### config.mk
export PLATFORM = sky130hd
export DESIGN_NAME = peak_level_flag
export DESIGN_NICKNAME = d
export VERILOG_FILES = /design/src/rtl/plvl_pkg.sv /design/src/rtl/plvl_abs_sat.sv /design/src/rtl/plvl_classify.sv /design/src/rtl/plvl_hold.sv /design/src/rtl/peak_level_flag.sv
export SDC_FILE = /design/constraint.sdc
export NUM_CORES = 1
export LEC_CHECK = 0
export ABC_CLOCK_PERIOD_IN_PS = 2900
export BUFFER_PORTS_ARGS = -buffer_cell sky130_fd_sc_hd__buf_2
export CAP_MARGIN = 20
export CORE_ASPECT_RATIO = 1.4
export CORE_MARGIN = 2
export CORE_UTILIZATION = 41
export CTS_CLUSTER_DIAMETER = 120
export DETAILED_ROUTE_END_ITERATION = 7
export PLACE_DENSITY = 0.7
export SYNTH_ARGS = -nofsm -noshare
export SYNTH_HDL_FRONTEND = slang
export SYNTH_SLANG_ARGS = --single-unit
### constraint.sdc
create_clock -name clk -period 2.9 [get_ports clk]
set_clock_uncertainty 0.15 [all_clocks]
set_input_delay 0.29 -clock clk [delete_from_list [all_inputs] [get_ports clk]]
set_output_delay 0.29 -clock clk [all_outputs]
set_load 0.05 [all_outputs]
### src/rtl/plvl_pkg.sv
package plvl_pkg;
  typedef logic [2:0] lvl_code_t;
  localparam int NUM_EDGES = 6;

  // Lower magnitude bound of band k+1, as a fraction of full scale 2^(w-1).
  function automatic longint band_floor(input int k, input int w);
    longint fs;
    fs = longint'(1) << (w - 1);
    case (k)
      0:       return fs / 4;
      1:       return (3 * fs) / 8;
      2:       return fs / 2;
      3:       return (5 * fs) / 8;
      4:       return (13 * fs) / 16;
      default: return fs - 1;
    endcase
  endfunction
endpackage

### src/rtl/plvl_abs_sat.sv
module plvl_abs_sat #(
  parameter int W = 16,
  localparam int MAGW = W - 1
) (
  input  logic [W-1:0]    din,
  output logic [MAGW-1:0] mag
);
  localparam logic [W-1:0] MOST_NEG = {1'b1, {(W-1){1'b0}}};
  logic [W-1:0] negated;

  always_comb begin
    negated = ~din + 1'b1;
    if (!din[W-1])          mag = din[MAGW-1:0];
    else if (din == MOST_NEG) mag = '1;
    else                    mag = negated[MAGW-1:0];
  end

  always_comb begin

    if (din == MOST_NEG) begin
      most_neg_sat_chk: assert (mag == {MAGW{1'b1}});
    end
  end
endmodule

### src/rtl/plvl_classify.sv
module plvl_classify
  import plvl_pkg::*;
#(
  parameter int W = 16,
  localparam int MAGW = W - 1
) (
  input  logic [MAGW-1:0] mag,
  output lvl_code_t       code
);
  logic [NUM_EDGES-1:0] above;

  for (genvar k = 0; k < NUM_EDGES; k++) begin : g_edge
    localparam logic [MAGW-1:0] FLOOR = MAGW'(band_floor(k, W));
    assign above[k] = (mag >= FLOOR);
  end

  assign code = lvl_code_t'($countones(above));

  always_comb begin

    therm_shape_chk: assert ((above & (above + 1'b1)) == '0);

    code_range_chk: assert (code != 3'b111);
  end
endmodule

### src/rtl/plvl_hold.sv
module plvl_hold
  import plvl_pkg::*;
(
  input  logic      clk,
  input  logic      pd_n,
  input  logic      pm_en,
  input  logic      load,
  input  logic      rd,
  input  lvl_code_t new_code,
  output lvl_code_t held
);
  lvl_code_t held_nx;

  always_comb begin
    held_nx = held;
    if (!pm_en)    held_nx = '0;
    else if (load) held_nx = (rd || new_code > held) ? new_code : held;
    else if (rd)   held_nx = '0;
  end

  always_ff @(posedge clk or negedge pd_n) begin
    if (!pd_n) held <= '0;
    else       held <= held_nx;
  end


  no_decrease_chk: assert property (@(posedge clk) disable iff (!pd_n)
    (pm_en && !rd) |=> (held >= $past(held)));

  read_clear_chk: assert property (@(posedge clk) disable iff (!pd_n)
    (pm_en && rd && !load) |=> (held == '0));

  read_load_chk: assert property (@(posedge clk) disable iff (!pd_n)
    (pm_en && rd && load) |=> (held == $past(new_code)));

  pm_off_chk: assert property (@(posedge clk) disable iff (!pd_n)
    !pm_en |=> (held == '0));

  idle_stable_chk: assert property (@(posedge clk) disable iff (!pd_n)
    (pm_en && !load && !rd) |=> $stable(held));
endmodule

### src/rtl/peak_level_flag.sv
module peak_level_flag
  import plvl_pkg::*;
#(
  parameter int W = 16,
  localparam int MAGW = W - 1
) (
  input  logic         clk,
  input  logic         pd_n,
  input  logic         pm_en,
  input  logic         smp_valid,
  output logic         smp_ready,
  input  logic [W-1:0] smp_data,
  input  logic         rd_strobe,
  output logic [2:0]   level_code
);
  logic [MAGW-1:0] mag;
  lvl_code_t       smp_code;
  lvl_code_t       held;

  assign smp_ready = 1'b1;

  plvl_abs_sat #(.W(W)) u_abs (.din(smp_data), .mag(mag));

  plvl_classify #(.W(W)) u_cls (.mag(mag), .code(smp_code));

  plvl_hold u_hold (
    .clk(clk), .pd_n(pd_n), .pm_en(pm_en),
    .load(smp_valid && smp_ready), .rd(rd_strobe),
    .new_code(smp_code), .held(held)
  );

  assign level_code = held;


  pd_clear_chk: assert property (@(posedge clk) !pd_n |-> (level_code == 3'b000));
endmodule

; ---- After elaboration in Yosys (flattened, before gate mapping)
; Cells that the tools add are included.
[classes]
magnitude_cmp = 7
addsub = 6
bitwise_logic = 1
n_eq_ne = 3
muxes = 6
reduce_logical = 2
[ops]
columns = op, count
row1 = 15-bit greater-or-equal comparator (second input constant), 4
row2 = 15-bit by 14-bit greater-or-equal comparator with 1-bit output (second input constant), 2
row3 = 15-bit 2-to-1 mux, 2
row4 = 16-bit equality test (second input constant), 1
row5 = 15-bit by 1-bit adder with 15-bit output (second input constant), 1
row6 = 15-bit NOT, 1
row7 = 3-bit 2-to-1 mux, 4
row8 = 1-bit by 1-bit adder with 2-bit output, 3
row9 = 3-bit adder, 2
row10 = 3-bit greater-than comparator, 1
row11 = 3-bit by 1-bit inequality test with 1-bit output (second input constant), 1
row12 = 3-bit by 2-bit inequality test with 1-bit output (second input constant), 1
row13 = 2-bit AND reduction, 1
row14 = 1-bit logical OR, 1
[totals]
inputBits = 21
regBits = 3

; ---- Depth between registers and ports, before layout
[depth]
ltp_word = 13
mapped_depth = 19
ltp_nobuf = 18

; ---- Cells and area by module
; From an unflattened synthesis, not the netlist that was laid out.
[hier_totals]
hier_cells = 100
hier_area_um2 = 775.7
[by_module_without_submodules]
columns = module, cells_per_inst, area_each_um2, instances
row1 = plvl_abs_sat, 62, 425.4, 1
row2 = plvl_hold, 19, 198.9, 1
row3 = plvl_classify, 17, 140.1, 1
row4 = peak_level_flag, 2, 11.3, 1

; ---- Worst setup path after synthesis
; Ideal clock, no wire load.
[synth_timing]
path_kind = in2reg
from = input smp_data[0]
to = register u_hold.held[0]
stages = 17
path_slack_ns = -1.835
t_arrival_ns = 4.460
setup_time_ns = 0.125
path_cell_list = clkbuf_1 inv_1 ha_1 or4b_1 o41ai_2 mux2i_1 o211a_1 o21a_1 ha_1 fa_1 ha_1 ha_1 nor2b_1 o21ai_0 nand2b_1 a311oi_1 mux2_2
[synth_between]
elab_chain_len = 12
elab_cells_between_ends = 23
[synth_lines]
columns = item, line
row1 = start: declaration, peak_level_flag.sv:12  ; input logic [W-1:0] smp_data,
row2 = 15-bit NOT, plvl_abs_sat.sv:12  ; negated = ~din + 1'b1;
row3 = 15-bit by 1-bit adder with 15-bit output, plvl_abs_sat.sv:12
row4 = 15-bit 2-to-1 mux, plvl_abs_sat.sv:14  ; else if (din == MOST_NEG) mag = '1;
row5 = 15-bit 2-to-1 mux *, plvl_abs_sat.sv:13  ; if (!din[W-1]) mag = din[MAGW-1:0];
row6 = 15-bit by 14-bit greater-or-equal comparator with 1-bit output / 15-bit greater-or-equal comparator (equally long branches), plvl_classify.sv:14  ; assign above[k] = (mag >= FLOOR);
row7 = 1-bit by 1-bit adder with 2-bit output (not written as such), plvl_classify.sv:17  ; assign code = lvl_code_t'($countones(above));
row8 = 3-bit adder (not written as such), plvl_classify.sv:17
row9 = 3-bit adder (not written as such) *, plvl_classify.sv:17
row10 = 3-bit greater-than comparator, plvl_hold.sv:17  ; else if (load) held_nx = (rd || new_code > held) ? new_code : held;
row11 = 1-bit logical OR, plvl_hold.sv:17
row12 = 3-bit by 2-bit inequality test with 1-bit output (no line), --
row13 = 2-bit AND reduction (no line), --
row14 = end signal: assignment, plvl_hold.sv:23  ; else held <= held_nx;
row15 = end: declaration, plvl_hold.sv:10  ; output lvl_code_t held
; Mark *: on every way between the ends. The rest lies on a longest branch, timed or not. The select of a mux whose other input is x is not followed.
; A chain may end at the register's enable or synchronous reset.

; ---- Worst setup path in the final report
[layout_timing]
from = input smp_data[1]
to = register u_hold.held[1]
; The elaborated chain is that of the path after synthesis.

==> results.md <==
- Num CTS Buffers: 3
- Reg clk slew, reported paths: 0.04 ns
- Startpoint class of the critical path: input pin
- Post-synth EDFFs: 0
- Measured slew at the worst slew-check pin: 0.577 ns
- Vias in the first global route: 1,146
- CTS tree: done
- Clk sinks: 3
- Die height: 57.7 um
- Final ANT Viol Nets: 0
- Grt total ovfl: 0
- CP Class: input pin to register
- CP bufs+invs: 4
- Routability congestion estimate: 0.808
- Via density: 5.96
- Cells after DPL: 165
- Final Hold Violating Endpoints: 0
- Mapped Cells: 102
- Biggest register: u_hold.held
- Maximum VDD drop: 0.348 mV
- Ys async rst share: 100%
- Final hold slack: 0.192 ns
- Top cells by area, synth: ha_1 (12%), dfrtp_1 (8.9%), o41ai_2 (5.8%), inv_1 (4.9%), fa_1 (4.7%)
- Compound-Gate Fraction of Synth Area: 28.8%
- Mapped Avg Cell Area: 8.29 um2
- Die ar.: 0.00245 mm2
- Crit. End Element: register
- Fillcell total: 134
- CTS Root Cell: clkbuf_4
- Initial antenna violation count: 0
- Post-synth top area share: 11.8%
- Synth Register Bits: 3
- Synth Area in XOR/XNOR: 4.14%
- Initial Utilization: 43.4%
- Total GRT Usage: 24.3%
- Seq/Total Area, Yosys: 8.88%
- CTS HTree Levels: 1
- Final WL: 2900 um
- Outcome: finished, violations left
- Top delay family on crit path: adder cells
- Fin crit share: 144%
- CP required: 2.90 ns
- Largest net degree at the start of global routing: 10
- Area Overhead vs Synth: 73.1%
- Setup ws final: -1.28 ns
- Mux share of post-synthesis cell area: 6.07%
- Maxcap violations: 0
- Critical Path AT: 4.18 ns
- Residual DRC: 0
- Synth Cell Area: 846 um2
- Max reg flops: 3
- Max-slew violations: 0
- Power per cell area: 320 mW/mm2
- Main combinational cell family by area after synthesis: compound AO/OA/AOI/OAI gates
- Antenna cells: 0
- Max clock buf depth: 2
- Relative slew slack: 61.0%
- Slowest stage cell, crit path: or4b_4
- DR pass1 iterations: 4
- Synth Area in Adders: 16.6%
- DP Area: 0.00117 mm2
- DP Worst Slack: -1.78 ns
- IO Port Bufs: 23
- Placement row count: 19
- HPWL after DPL: 1890 um
- RSZ-0062 raised after global routing: yes
- Register area: 75.1 um2
- Leakage Power: 0.686 nW
- Initial DRC Count: 16
- Share of cells above drive strength 1: 57.7%
- Simple-Gate Fraction of Synth Area: 26.2%
- Synth Warn #: 0
- Final std cells w/o fill: 177
- Achievable frequency: 0.240 GHz
- Crit-path max cell delay: 0.50 ns
- First-pass GRT wire length: 4600 um
- Crit-path cells: buf_8 -> inv_4 -> ha_4 -> or4b_4 -> o41ai_4 -> mux2i_2 -> buf_4 -> o311a_4 -> ha_4 -> fa_1 -> ha_4 -> ha_4 -> nor2b_4 -> o21ai_2 -> nand2b_1 -> a311oi_2 -> buf_4 -> mux2i_1
- Syn Nets: 133
- Worst-skew pair later-pin latency: 0.24 ns
- Chip Width: 42.4 um
- Synth area leader: ha_1
- Final setup vio count: 3
- Multi-input gate area: 892 um2
- Final nets: 188
- Most used cell, CP: ha_4
- Max FO, Critical Path: 3
- Core footprint: 0.00195 mm2
- Primary FF master, synth: dfrtp_1
- Wirelength per Cell: 16.4 um
- Post-route design area: 0.00146 mm2
- Biggest regs: u_hold.held: 3 flops
- Failing checks: setup timing
- Final Util: 75.1%
- HP Class: input pin to register
- Min cycle time layout: 4.18 ns
- Vias: 1,055
- Ports: 25
- Count of cell types in the netlist: 50
==> Yosys cell counts, types with 3 or more instances <==
cell      number
inv_1         11
nor2b_1        3
nand3_1        4
o21a_1         3
o41ai_2        3
nand2_1        4
nor2_1         4
mux2i_1        4
clkbuf_1       3
nor4_1         3
xor2_1         3
dfrtp_1        3
ha_1           8
==> metrics by stage <==
stage	power [mW]	TNS [ns]
floorplan	0.208	-4.33
global placement	0.278	-4.92
detailed placement	0.290	-5.22
CTS	0.429	-3.59
global route	0.503	-4.14
finish	0.468	-3.79
==> layout make-up <==
type                       instances  area share (%)
inverter                          11            3.16
multi-input combinational         82            60.9
sequential                         3            5.13
clock buffer                       4            1.79
tap                               21            1.79
timing repair buffer              56            27.2
==> cells by family (layout without fill, tap and decap cells) <==
kind of cell,after synthesis,count (layout)
compound gates,27,27
fa+ha+maj,10,10
xor+xnor,4,4
simple gates,35,35
flops,3,3
buf+inv,17,71
mux,5,5
other cells,1,1
==> report_power, final <==
group	leakage (nW)	internal [mW]	switching (mW)
registers	0.0406	0.0482	0.00434
logic	0.630	0.170	0.168
clock network	0.0150	0.0518	0.0258
==> routing by layer <==
| metal | wire length, um | vias to the layer above | track usage (%) |
|---|---|---|---|
| li1 | - | 503 | - |
| met1 | 943 | 518 | 21.2 |
| met2 | 1780 | 24 | 49.5 |
| met3 | 54 | 10 | 2.49 |
| met4 | 116 | 0 | 16.5 |
| met5 | 0 | - | 0 |
==> final timing paths <==
check,slack (ns),cells past startpoint,to,from
setup / recovery,-1.28,18,u_hold.held[1]$_DFFE_PN0P_,smp_data[1]
hold / removal,0.19,3,u_hold.held[2]$_DFFE_PN0P_,pm_en
setup reg to reg,1.00,8,u_hold.held[1]$_DFFE_PN0P_,u_hold.held[1]$_DFFE_PN0P_
hold reg to reg,0.42,1,u_hold.held[0]$_DFFE_PN0P_,u_hold.held[0]$_DFFE_PN0P_
max in group asynchronous,2.27,2,u_hold.held[1]$_DFFE_PN0P_,pd_n
min in group asynchronous,0.22,2,u_hold.held[2]$_DFFE_PN0P_,pd_n
==> layout by cell type, fill, tap and decap left out, types with 4 or more instances in the layout <==
master   count
buf_2       19
ha_4         5
nand2_1      4
nand3_1      4
nor2_1       4
buf_4       31
inv_1        8
buf_6        4
==> repair_timing <==
| action | CTS | global route |
|---|---|---|
| pin swaps | 15 | 6 |
| setup buffers | 6 | 1 |
| resized for setup | 26 | 10 |
| endpoints found under the setup margin | 3 | 3 |
| hold endpoints to repair | 3 | 0 |
| hold buffers | 1 | 0 |
==> worst reg2reg max path, stage by stage, from the launching register on <==
cell and delay [ns]:
dfrtp_1 0.37, inv_1 0.12, ha_4 0.22, nor2b_4 0.12, o21ai_2 0.12, nand2b_1 0.09, a311oi_2 0.26, buf_4 0.18
mux2i_1 0.19
Note: power is estimated with default switching activity, not from simulation.
